===== src/rtl/sarx_pkg.sv =====
package sarx_pkg;

    typedef enum logic [1:0] {
        FMT_LJ     = 2'b00,
        FMT_LJ_DLY = 2'b01,
        FMT_RJ     = 2'b10,
        FMT_WCLK   = 2'b11
    } fmt_e;

    typedef enum logic [1:0] {
        ST_HUNT,
        ST_WAIT_L,
        ST_LEFT,
        ST_RIGHT
    } frame_st_e;

endpackage


===== src/rtl/sarx_sync.sv =====
module sarx_sync #(
    parameter int W      = 1,
    parameter int STAGES = 2
) (
    input  logic         clk,
    input  logic         rst_n,
    input  logic [W-1:0] d_in,
    output logic [W-1:0] q_out
);

    logic [W-1:0] stg [STAGES];

    for (genvar s = 0; s < STAGES; s++) begin : g_stage
        if (s == 0) begin : g_first
            always_ff @(posedge clk) begin
                if (!rst_n) stg[s] <= '0;
                else        stg[s] <= d_in;
            end
        end else begin : g_next
            always_ff @(posedge clk) begin
                if (!rst_n) stg[s] <= '0;
                else        stg[s] <= stg[s-1];
            end
        end
    end

    assign q_out = stg[STAGES-1];

endmodule


===== src/rtl/sarx_capture.sv =====
module sarx_capture
    import sarx_pkg::*;
#(
    parameter int WORD_W   = 16,
    parameter int RJ_DELAY = 16
) (
    input  logic              clk,
    input  logic              rst_n,
    input  fmt_e              fmt,
    input  logic              bclk_inv,
    input  logic              bclk_s,
    input  logic              wclk_s,
    input  logic              sdata_s,
    input  logic              slot_start,
    output logic [WORD_W-1:0] word_o
);

    localparam int POS_MAX = RJ_DELAY + WORD_W;
    localparam int POS_W   = $clog2(POS_MAX + 1);
    localparam int IDX_W   = $clog2(WORD_W);

    logic             bclk_q, wclk_q;
    logic             bit_act, wclk_rise;
    logic [POS_W-1:0] pos, off, k;
    logic             cap_en;
    logic [IDX_W-1:0] cap_idx;

    assign bit_act   = bclk_inv ? (bclk_q & ~bclk_s) : (~bclk_q & bclk_s);
    assign wclk_rise = ~wclk_q & wclk_s;

    always_comb begin
        unique case (fmt)
            FMT_LJ:     off = '0;
            FMT_LJ_DLY: off = POS_W'(1);
            FMT_RJ:     off = POS_W'(RJ_DELAY);
            FMT_WCLK:   off = '0;
        endcase
        k       = pos - off;
        cap_en  = bit_act && (pos >= off) && (k < POS_W'(WORD_W));
        cap_idx = IDX_W'(WORD_W - 1) - k[IDX_W-1:0];
    end

    always_ff @(posedge clk) begin
        if (!rst_n) begin
            bclk_q <= 1'b0;
            wclk_q <= 1'b0;
            pos    <= POS_W'(POS_MAX);
            word_o <= '0;
        end else begin
            bclk_q <= bclk_s;
            wclk_q <= wclk_s;
            if (slot_start) begin
                word_o <= '0;
                pos    <= (fmt == FMT_WCLK) ? POS_W'(POS_MAX) : '0;
            end else if (fmt == FMT_WCLK && wclk_rise) begin
                pos <= '0;
            end else if (bit_act) begin
                if (cap_en) word_o[cap_idx] <= sdata_s;
                if (pos != POS_W'(POS_MAX)) pos <= pos + 1'b1;
            end
        end
    end

    // every new slot starts from an all-zero word
    a_r2_clear_on_slot: assert property (@(posedge clk) disable iff (!rst_n)
        slot_start |=> (word_o == '0));

    // outside the word clock format the word clock touches nothing
    a_r7_wclk_ignored: assert property (@(posedge clk) disable iff (!rst_n)
        (fmt != FMT_WCLK && !slot_start && !bit_act) |=> ($stable(word_o) && $stable(pos)));

    // the word only changes on an active bit clock edge or a slot start
    a_r3_hold_between_edges: assert property (@(posedge clk) disable iff (!rst_n)
        (!bit_act && !slot_start) |=> $stable(word_o));

endmodule


===== src/rtl/sarx_frame.sv =====
module sarx_frame
    import sarx_pkg::*;
#(
    parameter int WORD_W = 16
) (
    input  logic              clk,
    input  logic              rst_n,
    input  logic              lr_s,
    input  logic [WORD_W-1:0] word_i,
    output logic              slot_start,
    output logic              pair_valid,
    output logic [WORD_W-1:0] left_o,
    output logic [WORD_W-1:0] right_o
);

    frame_st_e         state, state_nx;
    logic              lr_q, lr_rise, lr_fall;
    logic [WORD_W-1:0] left_hold;

    assign lr_rise    = lr_s & ~lr_q;
    assign lr_fall    = ~lr_s & lr_q;
    assign slot_start = lr_rise | lr_fall;

    always_ff @(posedge clk) begin
        if (!rst_n) begin
            state <= ST_HUNT;
            lr_q  <= 1'b0;
        end else begin
            state <= state_nx;
            lr_q  <= lr_s;
        end
    end

    always_comb begin
        state_nx = state;
        unique case (state)
            ST_HUNT:   if (lr_fall) state_nx = ST_WAIT_L;
            ST_WAIT_L: if (lr_rise) state_nx = ST_LEFT;
            ST_LEFT:   if (lr_fall) state_nx = ST_RIGHT;
            ST_RIGHT:  if (lr_rise) state_nx = ST_LEFT;
        endcase
    end

    always_ff @(posedge clk) begin
        if (!rst_n) begin
            pair_valid <= 1'b0;
            left_hold  <= '0;
            left_o     <= '0;
            right_o    <= '0;
        end else begin
            pair_valid <= 1'b0;
            unique case (state)
                ST_LEFT: if (lr_fall) left_hold <= word_i;
                ST_RIGHT: if (lr_rise) begin
                    left_o     <= left_hold;
                    right_o    <= word_i;
                    pair_valid <= 1'b1;
                end
                default: ;
            endcase
        end
    end

    // the strobe lasts a single cycle
    a_r8_single_pulse: assert property (@(posedge clk) disable iff (!rst_n)
        pair_valid |=> !pair_valid);

    // a pair is only published when leaving the right slot
    a_r8_after_right: assert property (@(posedge clk) disable iff (!rst_n)
        pair_valid |-> ($past(state) == ST_RIGHT));

    // no pair while still aligning to the framing clock
    a_r9_hunt_quiet: assert property (@(posedge clk) disable iff (!rst_n)
        (state == ST_HUNT || state == ST_WAIT_L) |-> !pair_valid);

endmodule


===== src/rtl/serial_audio_rx.sv =====
module serial_audio_rx
    import sarx_pkg::*;
#(
    parameter int WORD_W      = 16,
    parameter int RJ_DELAY    = 16,
    parameter int SYNC_STAGES = 2
) (
    input  logic              clk,
    input  logic              rst_n,
    input  logic              bclk_in,
    input  logic              lrclk_in,
    input  logic              wclk_in,
    input  logic              sdata_in,
    input  logic [1:0]        fmt_sel,
    input  logic              bclk_inv,
    output logic              pair_valid,
    output logic [WORD_W-1:0] left_out,
    output logic [WORD_W-1:0] right_out
);

    logic [3:0]        lines_s;
    logic              slot_start;
    logic [WORD_W-1:0] word;

    sarx_sync #(.W(4), .STAGES(SYNC_STAGES)) u_sync (
        .clk   (clk),
        .rst_n (rst_n),
        .d_in  ({sdata_in, wclk_in, lrclk_in, bclk_in}),
        .q_out (lines_s)
    );

    sarx_capture #(.WORD_W(WORD_W), .RJ_DELAY(RJ_DELAY)) u_capture (
        .clk        (clk),
        .rst_n      (rst_n),
        .fmt        (fmt_e'(fmt_sel)),
        .bclk_inv   (bclk_inv),
        .bclk_s     (lines_s[0]),
        .wclk_s     (lines_s[2]),
        .sdata_s    (lines_s[3]),
        .slot_start (slot_start),
        .word_o     (word)
    );

    sarx_frame #(.WORD_W(WORD_W)) u_frame (
        .clk        (clk),
        .rst_n      (rst_n),
        .lr_s       (lines_s[1]),
        .word_i     (word),
        .slot_start (slot_start),
        .pair_valid (pair_valid),
        .left_o     (left_out),
        .right_o    (right_out)
    );

endmodule


===== config.mk =====
export PLATFORM = sky130hd
export DESIGN_NAME = serial_audio_rx
export DESIGN_NICKNAME = d
export VERILOG_FILES = /design/src/rtl/sarx_pkg.sv /design/src/rtl/sarx_sync.sv /design/src/rtl/sarx_capture.sv /design/src/rtl/sarx_frame.sv /design/src/rtl/serial_audio_rx.sv
export SDC_FILE = /design/constraint.sdc
export NUM_CORES = 1
export LEC_CHECK = 0
export BUFFER_PORTS_ARGS = -buffer_cell sky130_fd_sc_hd__buf_2
export CAP_MARGIN = 10
export CORE_ASPECT_RATIO = 0.8
export CORE_UTILIZATION = 49
export CTS_BUF_LIST = sky130_fd_sc_hd__clkbuf_16
export DETAILED_ROUTE_END_ITERATION = 10
export GPL_ROUTABILITY_DRIVEN = 0
export PLACE_DENSITY = 0.71
export SLEW_MARGIN = 5
export SYNTH_ARGS = -nofsm -noshare
export SYNTH_HDL_FRONTEND = slang
export SYNTH_SLANG_ARGS = --single-unit

===== constraint.sdc =====
create_clock -name clk -period 5.15 [get_ports clk]
set_input_delay 1.03 -clock clk [delete_from_list [all_inputs] [get_ports clk]]
set_output_delay 1.03 -clock clk [all_outputs]
set_load 0.01 [all_outputs]

==> flow_metrics.py <==
metrics = {
    "die": {
        "num_rows": 27,
        "pin_count": 42,
        "fp.dieH_um": 77.3,
        "initial_core_util_pct": 50.6,
        "fp.dieW_um": 96.1,
        "die_area_um2": 7430,
        "coreArea_um2": 6860,
    },
    "global_route": {
        "antenna_found_initial": 0,
        "overflow": 0,
        "grt_max_degree": 65,
        "grt_usage_pct": 20.3,
        "grt_pass1_vias": 2393,
        "grt_pass1_wl_um": 11500,
    },
    "pwr": {
        "p_per_area_nw_per_um2": 345,
        "seq_power_share_pct": 47.5,
        "p_total_mw": 1.38,
        "p_int_mw": 1.10,
        "max-vdd-ir-drop_uv": 257,
        "p_comb_share_pct": 3.8,
        "p_clk_share_pct": 48.7,
        "p_sw_mw": 0.287,
        "swShare_pct": 20.8,
        "p_leak_nw": 1.53,
    },
    "synth": {
        "syn-mean-instance-area_um2": 8.83,
        "synth_top_area_share_pct": 48.4,
        "synth_area_um2": 3470,
        "yosysUniqueCellTypes": 39,
        "async_reset_ff_share_pct": 0,
        "ys_seq_area_share_pct": 48.4,
        "yosys.area.top_type": "dfxtp_1",
        "synthFlopType": "dfxtp_1",
        "ys_top_cells_by_area": "dfxtp_1 (48%), nand2_1 (14%), a21boi_0 (6.7%), mux2i_1 (4.6%), a21boi_1 (3.7%)",
        "syn_inst": 393,
        "yosysWarnings": 0,
        "syn_nets": 409,
        "synth_edf_count": 0,
        "ys_ff_latch": 84,
    },
    "drt": {
        "antenna_left": 0,
        "route.met3.wl_um": 369,
        "wl_per_cell_um": 13.5,
        "vias_per_cell": 5.16,
        "wl_met1_um": 3290,
        "wl_met2_um": 3270,
        "vias": 2656,
        "drt_first_pass_iters": 4,
        "maxUsedRoutingLayer": "met4",
        "drtIter0Drc": 143,
        "routed_wl_um": 6960,
        "drc": 0,
    },
    "sta": {
        "period_needed_ps": 3080,
        "fin_crit_sh_pct": 59.8,
        "rsz0062_at_grt": "no",
        "hold_viol": 0,
        "skew_ps": 12.9,
        "setup_tns_ps": 0,
        "max_slew_margin_pct": 24.5,
        "clock.fmax_mhz": 325,
        "worstMarginPinSlew_ps": 1130,
        "slew_viol_final": 0,
        "hold_slack_ps": 423,
        "setup_viol": 0,
        "setup_ws_ps": 2070,
    },
    "clocking": {
        "clockBufferDepth": 2,
        "cts_root_buffer": "clkbuf_16",
        "clkLatencyLatePin_ps": 330,
        "h-tree-depth": 3,
        "cts-resized-gates": 0,
        "hold_buffers": 0,
        "post-cts-setup-buffers": 0,
        "cts_tree": "done",
        "path_clk_slew_ps": 60,
        "cts.sinks": 84,
        "cts_buffers": 9,
    },
    "final_layout": {
        "nNetsFinal": 439,
        "fillers": 620,
        "layout_commonest_cell": "nand2_1",
        "drive_above_1_share_pct": 15.9,
        "mostFrequentLayoutCells": "nand2_1 (125), dfxtp_1 (84), buf_2 (41), a21boi_0 (31), a21boi_1 (17)",
        "syn2layout_area_growth_pct": 15.6,
        "instances_no_fill": 515,
        "antenna-diode-count": 0,
        "post-route-util_pct": 58.5,
        "finalInstanceArea_um2": 4010,
    },
    "worst_setup_path": {
        "crit_fanout": 8,
        "arrival_ps": 3260,
        "path_delay_family": "compound AO/OA/AOI/OAI gates",
        "worstPathRequired_ps": 5330,
        "reg2reg_to": "u_capture.word_o[5]",
        "cp_num_buf_inv": 1,
        "critPathMaxStageDelay_ps": 810,
        "rrSetupSlack_ps": 2560,
        "r2r-start": "u_capture.pos[0]",
        "path_cells": "buf_2 > nor2b_1 > ha_1 > ha_1 > nor3b_1 > xnor2_1 > a2bb2oi_1 > nor4_2 > mux2i_1",
        "crit_start": "fmt_sel[0]",
        "cp_slowest_cell": "a2bb2oi_1",
        "rr_worst_depth": 8,
        "startpoint_type": "primary input",
        "crit_path_end_kind": "flop",
        "crit_top_cell": "ha_1",
        "critPathKind": "primary input to flop",
    },
    "placed_design": {
        "dp.cells": 498,
        "place_ws_ps": 1760,
        "dp.final_hpwl_um": 4590,
        "place.port_buffers": 41,
        "place_area_um2": 3680,
    },
    "min_path": {
        "min_to": "u_sync.stg[1][1]",
        "worstHoldPathCells": 1,
        "hold_path_class": "flop to flop",
        "min_from": "u_sync.stg[0][1]",
    },
    "outcome": {
        "status": "completed",
    },
    "run": {
        "cap_violations": 0,
    },
}
final cells by class:
| type | instances | area [µm²] | share of cell area, % |
|---|---|---|---|
| sequential | 84 | 1680 | 41.9 |
| clock inverter | 7 | 88.8 | 2.21 |
| inverter | 4 | 15.0 | 0.374 |
| timing repair buffer | 42 | 220 | 5.49 |
| clock buffer | 9 | 225 | 5.61 |
| multi-input combinational | 282 | 1670 | 41.7 |
| tap | 87 | 109 | 2.71 |
per-layer routing:
| layer | vias up | track usage [%] |
|---|---|---|
| met5 | - | 0 |
| met3 | 2 | 6.05 |
| met2 | 62 | 31.6 |
| met4 | 0 | 5.52 |
| li1 | 1364 | - |
| met1 | 1228 | 27.3 |
power by group through the flow:
stage               registers, mW  clock network (mW)  logic, mW
floorplan                   0.671                   0     0.0408
global placement            0.671                   0     0.0516
detailed placement          0.672                   0     0.0530
CTS                         0.657               0.685     0.0530
global route                0.657               0.711     0.0583
finish                      0.657               0.673     0.0531
cell families after synthesis:
logic type | count (synthesis) | share of synthesized area [%]
buf+inv | 27 | 3.39
xor+xnor | 8 | 2.02
flops | 84 | 48.4
compound gates | 64 | 13.4
mux | 16 | 4.61
simple gates | 187 | 25.6
fa+ha+maj | 7 | 2.52
Yosys cell counts (2+ instances only):
cell type and instances:
clkbuf_1 20, a21boi_1 17, and2_1 14, nand3_1 3, a21oi_1 5, nand2_1 125, xor2_1 4, nor3_2 7
mux2i_1 16, dfxtp_1 84, xnor2_1 4, nand2b_1 2, o21ai_0 4, ha_1 7, nand4_1 8, a21boi_0 31
nor3b_1 2, inv_1 4, nor4_2 2, buf_6 2, nor2_1 10, nor2b_1 5
worst max path at each step:
stage / depth (start not counted) / slack (ps) / endpoint
finish: 9 / 2070 / u_capture.word_o[5]
global route: 9 / 1910 / u_capture.word_o[5]
CTS: 9 / 2090 / u_capture.word_o[5]
detailed placement: 9 / 1760 / u_capture.word_o[5]
global placement: 8 / 1850 / u_capture.word_o[13]
floorplan: 8 / 2040 / u_capture.word_o[5]
flip-flops by register name, summed over array words and instances, names as in the netlist:
| register | flops |
|---|---|
| u_frame.lr_q | 1 |
| u_sync.stg | 8 |
| u_frame.right_o | 16 |
| u_frame.left_o | 16 |
| u_frame.pair_valid | 1 |
| u_frame.left_hold | 16 |
| u_capture.bclk_q | 1 |
| u_frame.state | 2 |
| u_capture.word_o | 16 |
| u_capture.pos | 6 |
| u_capture.wclk_q | 1 |
worst register-to-register path, delay by kind of cell (launching register included):
kind,cells,cell delay (ps)
adders and majority gates,2,460
muxes,1,160
and+or+nand+nor,2,310
AOI/OAI and AO/OA,1,810
buffers and inverters,1,90
DFF,1,380
xor gates and xnor gates,1,230
(Power assumes the default switching activity.)
